[src/rtl/i2c_rcv_pkg.sv]
package i2c_rcv_pkg;

    typedef enum logic [2:0] {
        ST_IDLE,
        ST_CLK_LO,
        ST_CLK_HI,
        ST_STP_PRE,
        ST_STP_SDA,
        ST_STP_SCL,
        ST_FIN
    } rcv_state_e;

    typedef struct packed {
        logic scl;
        logic sda;
    } bus_lines_t;

    typedef struct packed {
        logic scl_low;
        logic sda_low;
    } bus_drive_t;

    localparam bus_lines_t LINES_IDLE = '{scl: 1'b1, sda: 1'b1};

    function automatic logic is_start(bus_lines_t prev, bus_lines_t cur);
        return prev.scl && cur.scl && prev.sda && !cur.sda;
    endfunction

    function automatic logic is_stop(bus_lines_t prev, bus_lines_t cur);
        return prev.scl && cur.scl && !prev.sda && cur.sda;
    endfunction

    function automatic bus_drive_t drive_for(rcv_state_e s);
        bus_drive_t d;
        d.scl_low = (s == ST_CLK_LO) || (s == ST_STP_PRE) || (s == ST_STP_SDA);
        d.sda_low = (s == ST_STP_SDA) || (s == ST_STP_SCL);
        return d;
    endfunction

endpackage

[src/rtl/rcv_line_monitor.sv]
module rcv_line_monitor
    import i2c_rcv_pkg::*;
(
    input  logic       clk,
    input  logic       rst,
    input  bus_lines_t lines_in,
    output bus_lines_t lines_q,
    output logic       busy
);
    bus_lines_t prev_q;
    logic       start_seen;
    logic       stop_seen;

    assign start_seen = is_start(prev_q, lines_q);
    assign stop_seen  = is_stop(prev_q, lines_q);

    always_ff @(posedge clk) begin
        if (rst) begin
            lines_q <= LINES_IDLE;
            prev_q  <= LINES_IDLE;
            busy    <= 1'b0;
        end else begin
            lines_q <= lines_in;
            prev_q  <= lines_q;
            if (start_seen)
                busy <= 1'b1;
            else if (stop_seen)
                busy <= 1'b0;
        end
    end

    // no START or STOP can happen while SCL is held low
    assert_busy_steady_scl_low_R3: assert property (@(posedge clk) disable iff (rst)
        (!lines_q.scl && !prev_q.scl) |=> $stable(busy));

endmodule

[src/rtl/rcv_pulse_seq.sv]
module rcv_pulse_seq
    import i2c_rcv_pkg::*;
#(
    parameter int MAX_PULSES = 8
) (
    input  logic       clk,
    input  logic       rst,
    input  logic       tick,
    input  logic       cmd,
    input  bus_lines_t lines,
    output bus_drive_t drv,
    output logic       done_pulse
);
    localparam int CW = $clog2(MAX_PULSES + 1);
    localparam logic [CW-1:0] LIMIT = CW'(MAX_PULSES);

    rcv_state_e      st;
    rcv_state_e      st_nx;
    logic [CW-1:0]   cnt;
    logic [CW-1:0]   cnt_plus;

    assign cnt_plus = cnt + CW'(1);

    always_comb begin
        st_nx = st;
        case (st)
            ST_IDLE:    if (cmd && !lines.sda) st_nx = ST_CLK_LO;
            ST_CLK_LO:  if (tick) st_nx = ST_CLK_HI;
            ST_CLK_HI: begin
                if (tick) begin
                    if (lines.sda)
                        st_nx = ST_STP_PRE;
                    else if (cnt_plus == LIMIT)
                        st_nx = ST_FIN;
                    else
                        st_nx = ST_CLK_LO;
                end
            end
            ST_STP_PRE: if (tick) st_nx = ST_STP_SDA;
            ST_STP_SDA: if (tick) st_nx = ST_STP_SCL;
            ST_STP_SCL: if (tick) st_nx = ST_FIN;
            ST_FIN:     st_nx = ST_IDLE;
            default:    st_nx = ST_IDLE;
        endcase
    end

    always_ff @(posedge clk) begin
        if (rst) begin
            st  <= ST_IDLE;
            cnt <= '0;
        end else begin
            st <= st_nx;
            if (st == ST_IDLE)
                cnt <= '0;
            else if (st == ST_CLK_HI && tick)
                cnt <= cnt_plus;
        end
    end

    assign drv        = drive_for(st);
    assign done_pulse = (st == ST_FIN);

    // command on a released data line leaves the sequencer idle
    assert_idle_cmd_ignored_R4: assert property (@(posedge clk) disable iff (rst)
        (st == ST_IDLE && cmd && lines.sda) |=> (st == ST_IDLE));

    // pulse count never passes the limit
    assert_pulse_cap_R7: assert property (@(posedge clk) disable iff (rst)
        cnt <= LIMIT);

    // SDA is only pulled while SCL is low
    assert_sda_pull_under_low_scl_R8: assert property (@(posedge clk) disable iff (rst)
        $rose(drv.sda_low) |-> drv.scl_low);

    // SDA is released with SCL high, forming a STOP
    assert_sda_release_is_stop_R8: assert property (@(posedge clk) disable iff (rst)
        $fell(drv.sda_low) |-> !drv.scl_low);

    // data line left alone during the train
    assert_sda_free_in_train_R5: assert property (@(posedge clk) disable iff (rst)
        (st == ST_CLK_LO || st == ST_CLK_HI) |-> !drv.sda_low);

endmodule

[src/rtl/rcv_irq_flag.sv]
module rcv_irq_flag (
    input  logic clk,
    input  logic rst,
    input  logic set,
    input  logic clr,
    output logic flag
);
    always_ff @(posedge clk) begin
        if (rst)
            flag <= 1'b0;
        else if (set)
            flag <= 1'b1;
        else if (clr)
            flag <= 1'b0;
    end

    // a clear without a concurrent set empties the flag
    assert_clear_empties_R10: assert property (@(posedge clk) disable iff (rst)
        (clr && !set) |=> !flag);

endmodule

[src/rtl/i2c_hang_recovery.sv]
module i2c_hang_recovery
    import i2c_rcv_pkg::*;
#(
    parameter int MAX_PULSES = 8
) (
    input  logic clk,
    input  logic rst,
    input  logic scl_in,
    input  logic sda_in,
    input  logic recover_cmd,
    input  logic half_tick,
    input  logic done_clear,
    output logic scl_drive_low,
    output logic sda_drive_low,
    output logic stat_scl,
    output logic stat_sda,
    output logic stat_busy,
    output logic irq_done
);
    bus_lines_t lines_raw;
    bus_lines_t lines_q;
    bus_drive_t drv;
    logic       seq_done;

    assign lines_raw = '{scl: scl_in, sda: sda_in};

    rcv_line_monitor u_mon (
        .clk      (clk),
        .rst      (rst),
        .lines_in (lines_raw),
        .lines_q  (lines_q),
        .busy     (stat_busy)
    );

    rcv_pulse_seq #(.MAX_PULSES(MAX_PULSES)) u_seq (
        .clk        (clk),
        .rst        (rst),
        .tick       (half_tick),
        .cmd        (recover_cmd),
        .lines      (lines_q),
        .drv        (drv),
        .done_pulse (seq_done)
    );

    rcv_irq_flag u_irq (
        .clk  (clk),
        .rst  (rst),
        .set  (seq_done),
        .clr  (done_clear),
        .flag (irq_done)
    );

    assign scl_drive_low = drv.scl_low;
    assign sda_drive_low = drv.sda_low;
    assign stat_scl      = lines_q.scl;
    assign stat_sda      = lines_q.sda;

    // the flag only rises after the sequencer ends an attempt
    assert_done_after_finish_R9: assert property (@(posedge clk) disable iff (rst)
        $rose(irq_done) |-> $past(seq_done));

endmodule

[config.mk]
export PLATFORM = sky130hd
export DESIGN_NAME = i2c_hang_recovery
export DESIGN_NICKNAME = d
export VERILOG_FILES = /design/src/rtl/i2c_rcv_pkg.sv /design/src/rtl/rcv_line_monitor.sv /design/src/rtl/rcv_pulse_seq.sv /design/src/rtl/rcv_irq_flag.sv /design/src/rtl/i2c_hang_recovery.sv
export SDC_FILE = /design/constraint.sdc
export NUM_CORES = 1
export LEC_CHECK = 0
export ABC_AREA = 1
export CORE_MARGIN = 5
export CORE_UTILIZATION = 47
export DETAILED_ROUTE_END_ITERATION = 7
export PLACE_DENSITY = 0.72
export SYNTH_ARGS = -nofsm -noshare
export SYNTH_HDL_FRONTEND = slang
export SYNTH_SLANG_ARGS = --single-unit
[constraint.sdc]
create_clock -name clk -period 1.27 [get_ports clk]
set_input_delay 0.254 -clock clk [delete_from_list [all_inputs] [get_ports clk]]
set_output_delay 0.254 -clock clk [all_outputs]
set_load 0.01 [all_outputs]
==> results.toml, run 1 <==
[clock_tree]
h-tree-depth = 1
cts-root-buf = "clkbuf_4"
clk_path_buf_depth = 2
cts_sinks = 13
cts_tree = "done"
cts.hold.buffers_added = 0
clk_pin_slew_ns = 0.08
cts_inserted_buffers = 3
clkLatencyLatePin_ns = 0.28

[synth]
synth_cell_types = 15
yosys_warnings = 0
ys_seq_elements = 13
syn_avg_cell_area_um2 = 6.727
synth.net_count = 102
seq_area_frac_synth = 0.4160
syn_inst = 93
syn_area_um2 = 625.6

[global_route]
antenna_found_initial = 0
grt_max_degree = 8
grt.total_usage = 0.1519
grt.overflow.total = 0
grt_pass1_wl_um = 2235
grt_pass1_vias = 572

[routing]
drtAntennaViolNets = 0
wl_per_cell_um = 11.59
wirelength_um = 1623
drt_pass1_iterations = 4
dr.first_iter.drc_count = 24
vias = 701
drc = 0
vias_per_cell = 5.007

[worst_setup_path]
required_ns = 1.02
critPathArrivalTime_ns = 1.05
crit_fanout = 4
worst_r2r_startpoint = "u_seq.st[1]$_SDFFE_PP0P_"
cp-end-kind = "primary output"
max_stage_delay_ns = 0.37
crit_chain = "nor2_4 > nand2_1 > o21ai_1 > buf_2"
worstSetupStartpointType = "register"
cpMaxStageDelayCell = "dfxtp_4"
startpoint = "u_seq.st[1]$_SDFFE_PP0P_"
critical_path_class = "reg -> out"

[worst_hold_path]
hp-class = "reg -> reg"
hold_path.startpoint = "u_mon.lines_q[1]$_SDFF_PP1_"

[placement]
globalplace.congestion = 0.8522
hpwl_um = 1029
place_worst_setup_slack_ns = -0.1513
port-buffer-count = 12
place_inst = 130

[sta]
min_period_ns = 1.301
worstMarginPinSlew_ns = 0.2482
maxSlewViolCount = 0
rsz0062_at_grt = "yes"
fin_skew_ns = 0.004011
fin_tns_setup_ns = -0.07670
finalHoldViolations = 0
setup_viol = 3
max_clock_freq_mhz = 768.4
slew_headroom = 0.8340
min_period_over_period = 1.025
fin_ws_ns = -0.03133

[status]
violations = "negative setup slack"
status = "complete, but fails checks"

[floorplan]
fp-row-count = 13
die_x_um = 46.49
core_mm2 = 0.001285
die_area_mm2 = 0.002161
die_h_um = 46.49
io_pins = 13
start_util = 0.4869

[flow_run]
maxCapViolCount = 0

[finish]
synthToLayoutAreaGrowth_pct = 59.20
diodes = 0
nets = 135
layout-drive-gt1-share = 0.4160
final_cells = 140

[pwr]
leakage_nw = 0.4508
p_per_area_mw_per_mm2 = 1139
max-vdd-ir-drop_mv = 0.7267
[layout by cell type (no fill, tap or decap), drive strengths merged]
cell type,count
clkbuf,4
buf,18
ha,2
a31oi,1
dlygate4sd2,4
a21oi,8
or2,3
nor2,11
nand4,1
dfxtp,13
nand3,5
nand2,24
inv,16
o21ai,9
clkdlybuf4s50,6
[worst max-delay path, delay by kind of cell, from the launching register on]
family | cells | cell delay (ns)
DFF | 1 | 0.37
and+or+nand+nor | 2 | 0.16
buffers and inverters | 1 | 0.15
AOI/OAI and AO/OA | 1 | 0.08
[stage by stage]
| stage | total power [mW] | utilization | hold slack (ns) | cell area, um^2 |
|---|---|---|---|---|
| 4_1_cts | 1.053 | 0.6699 | 0.4646 | 860.8 |
| 2_1_floorplan | 0.6464 | - | 0.3231 | 625.6 |
| 6_report | 1.135 | 0.7751 | 0.4707 | 996.0 |
| 3_5_place_dp | 0.7980 | 0.6534 | 0.4553 | 839.6 |
| 5_1_grt | 1.206 | 0.7751 | 0.4932 | 996.0 |
| 3_3_place_gp | 0.7926 | 0.6534 | 0.4481 | 839.6 |
[cell type report]
class	count	area, um^2
Clock buffer	4	26.28
Fill cell	87	289.0
Inverter	16	60.06
Multi-Input combinational cell	64	384.1
Sequential cell	13	274.0
Tap cell	15	18.77
Timing Repair Buffer	28	232.7
[worst paths after layout]
check	slack (ns)	to	cells past startpoint
worst max-delay path	-0.03	scl_drive_low	4
worst min-delay path	0.47	u_mon.prev_q[1]$_SDFF_PP1_	1
worst max register to register	-0.03	u_seq.st[1]$_SDFFE_PP0P_	9
worst min register to register	0.47	u_mon.prev_q[1]$_SDFF_PP1_	1
[cell families (layout without fill, tap and decap cells)]
group	count (synthesis)	count (layout)	share of synthesized area
AO/OA/AOI/OAI	18	18	0.1460
adder cells (fa/ha/maj)	2	2	0.03999
buffers and inverters	16	48	0.09600
flip-flops	13	13	0.4160
AND/OR/NAND/NOR	44	44	0.3020
[layer usage]
layer | vias up | wire length (um) | track usage
met3 | 5 | 80 | 0.03516
met1 | 319 | 719 | 0.1732
met5 | - | 0 | 0
li1 | 354 | - | -
met4 | 0 | 46 | 0.1193
met2 | 23 | 777 | 0.2390
[synthesized netlist by cell type]
cell	instances	area share
dfxtp_1	13	0.42
nand2_2	1	0.010
o21ai_1	1	0.0080
nand3_1	5	0.040
a31oi_1	1	0.010
a21oi_1	8	0.064
inv_2	2	0.012
or2_2	3	0.030
ha_1	2	0.040
inv_1	14	0.084
o21ai_0	8	0.064
nand2_1	23	0.14
nor2_1	9	0.054
nand4_1	1	0.010
nor2_2	2	0.020
[state kept, by name (all words and copies together) (netlist names)]
register,count
u_irq.flag,1
u_seq.st,3
u_mon.lines_q,2
u_mon.busy,1
u_mon.prev_q,2
u_seq.cnt,4
[timing repair]
| item | CTS | global route |
|---|---|---|
| setup buffers | 0 | 6 |
| setup endpoints to repair | 8 | 9 |
| resized for setup | 19 | 26 |
| pin swaps | 0 | 16 |
[report_power, final]
| group | internal [mW] | leakage (nW) | total [mW] | switching, mW |
|---|---|---|---|---|
| Combinational | 0.185 | 0.326 | 0.396 | 0.211 |
| Clock | 0.122 | 0.0150 | 0.264 | 0.142 |
| Sequential | 0.439 | 0.109 | 0.475 | 0.0362 |
Power figures use the tool's default switching activity.
==> run 2: changes to the inputs <==
--- a/config.mk
+++ b/config.mk
@@ -8,7 +8,9 @@
 export ABC_AREA = 1
 export CORE_MARGIN = 5
 export CORE_UTILIZATION = 47
+export CTS_CLUSTER_SIZE = 8
 export DETAILED_ROUTE_END_ITERATION = 7
+export GPL_TIMING_DRIVEN = 0
 export PLACE_DENSITY = 0.72
 export SYNTH_ARGS = -nofsm -noshare
 export SYNTH_HDL_FRONTEND = slang
==> constraint.sdc (replaced) <==
create_clock -name clk -period 1.48 [get_ports clk]
set_input_delay 0.296 -clock clk [delete_from_list [all_inputs] [get_ports clk]]
set_output_delay 0.296 -clock clk [all_outputs]
set_load 0.01 [all_outputs]
==> results.toml, run 2 (synthesis gave the netlist of run 1 again) <==
[pwr]
max-vdd-ir-drop_mv = 0.6758
leakage_nw = 0.3999
p_per_area_mw_per_mm2 = 1044
power_uw = 837.3

[global_route]
grt_pass1_wl_um = 2139
grt.overflow.total = 0
met2_usage = 0.2225
grt-busiest-layer = "met2"
antenna_found_initial = 0
met3_usage = 0.05859
grt.total_usage = 0.1397
use_met1 = 0.1632
grt_max_degree = 9
grt_pass1_vias = 552

[sta]
maxSlewViolCount = 0
min_period_over_period = 0.9052
rsz0062_at_grt = "no"
min_period_ns = 1.340
worstMarginPinSlew_ns = 0.2923
setup_viol = 0
fin_skew_ns = 0.003983
max_clock_freq_mhz = 746.4
finalHoldViolations = 0
slew_headroom = 0.8045
fin_ws_ns = 0.1403

[worst_setup_path]
worstSetupStartpointType = "register"
max_stage_delay_ns = 0.37
cp-end-kind = "primary output"
critical_path_class = "reg -> out"
required_ns = 1.18
crit_chain = "nor2_2 > nand2_1 > o21ai_0 > clkbuf_2"
critPathArrivalTime_ns = 1.04
crit_fanout = 7
cpMaxStageDelayCell = "dfxtp_2"

[placement]
place_inst = 120
hpwl_um = 919.3
place_worst_setup_slack_ns = -0.07729
globalplace.congestion = 0.8048
port-buffer-count = 12

[routing]
wl_per_cell_um = 10.12
vias_per_cell = 4.968
drt_pass1_iterations = 4
vias = 616
drc = 0
drtAntennaViolNets = 0
dr.first_iter.drc_count = 6
wirelength_um = 1255

[finish]
nFillCells = 127
diodes = 0
final_common_cell = "nand2_1"
reg_top3 = "u_seq.cnt (4), u_seq.st (3)"
layout-drive-gt1-share = 0.1743
largest-register = "u_seq.cnt"
regArea_um2 = 269.0
layout_common_cells = "nand2_1, inv_1"
final_cells = 124
nets = 119
synthToLayoutAreaGrowth_pct = 28.20
multi_input_area_um2 = 307.8
largest_register_ff_count = 4

[clock_tree]
cts_sinks = 13
clk_path_buf_depth = 2
cts_tree = "done"
cts_inserted_buffers = 3
clk_pin_slew_ns = 0.08
postCtsSetupRepairBufs = 0
cts-root-buf = "clkbuf_4"
clkLatencyLatePin_ns = 0.27
h-tree-depth = 1

[flow_run]
maxCapViolCount = 0

[worst_hold_path]
hp-class = "reg -> reg"

[floorplan]
core_mm2 = 0.001285
start_util = 0.4869
fp-row-count = 13
die_area_mm2 = 0.002161
die_h_um = 46.49
io_pins = 13
die_x_um = 46.49

[status]
status = "completed"
[run 2: where the power goes]
group,switching (mW),total (mW),internal [mW]
clock network,0.110,0.215,0.104
registers,0.0308,0.407,0.376
logic,0.130,0.215,0.0853
[run 2: layer usage]
layer  part of all wire  vias to the layer above
li1                   -                      328
met1               0.48                      262
met2               0.44                       22
met3              0.060                        4
met4              0.013                        0
met5                  0                        -
[run 2: timing repair]
action / 4_1_cts / 5_1_grt
gates resized for setup: 6 / 11
setup endpoints to repair: 2 / 8
hold buffers: 0 / 0
[run 2: critical path: cells and delay by family (launching register included)]
family | cells | cell delay, ns
DFF | 1 | 0.37
and+or+nand+nor | 2 | 0.19
buffers and inverters | 1 | 0.15
AOI/OAI and AO/OA | 1 | 0.07
[run 2: per-stage QoR]
step	utilization	instance area [um^2]	hold slack [ns]	TNS, ns
2_1_floorplan	-	625.6	0.3651	0
3_5_place_dp	0.5949	764.5	0.4648	-0.07729
3_3_place_gp	0.5949	764.5	0.4513	-0.07216
4_1_cts	0.6183	794.5	0.4762	0
6_report	0.6241	802.0	0.4660	0
5_1_grt	0.6241	802.0	0.4935	0
[run 2: final cells by class]
class                      count  share of cell area
tap                           15             0.02340
timing repair buffer          12              0.1498
multi-input combinational     64              0.3838
clock buffer                   4             0.03276
inverter                      16             0.07488
sequential                    13              0.3354
[run 2: worst paths after layout]
| check | from | endpoint | slack [ns] | depth (start not counted) |
|---|---|---|---|---|
| max | u_seq.st[1]$_SDFFE_PP0P_ | scl_drive_low | 0.14 | 4 |
| min | u_irq.flag$_SDFFE_PP0P_ | u_irq.flag$_SDFFE_PP0P_ | 0.47 | 2 |
| max reg2reg | u_seq.cnt[0]$_SDFFE_PP0P_ | u_seq.st[0]$_SDFFE_PP0P_ | 0.15 | 10 |
| min reg2reg | u_irq.flag$_SDFFE_PP0P_ | u_irq.flag$_SDFFE_PP0P_ | 0.47 | 2 |
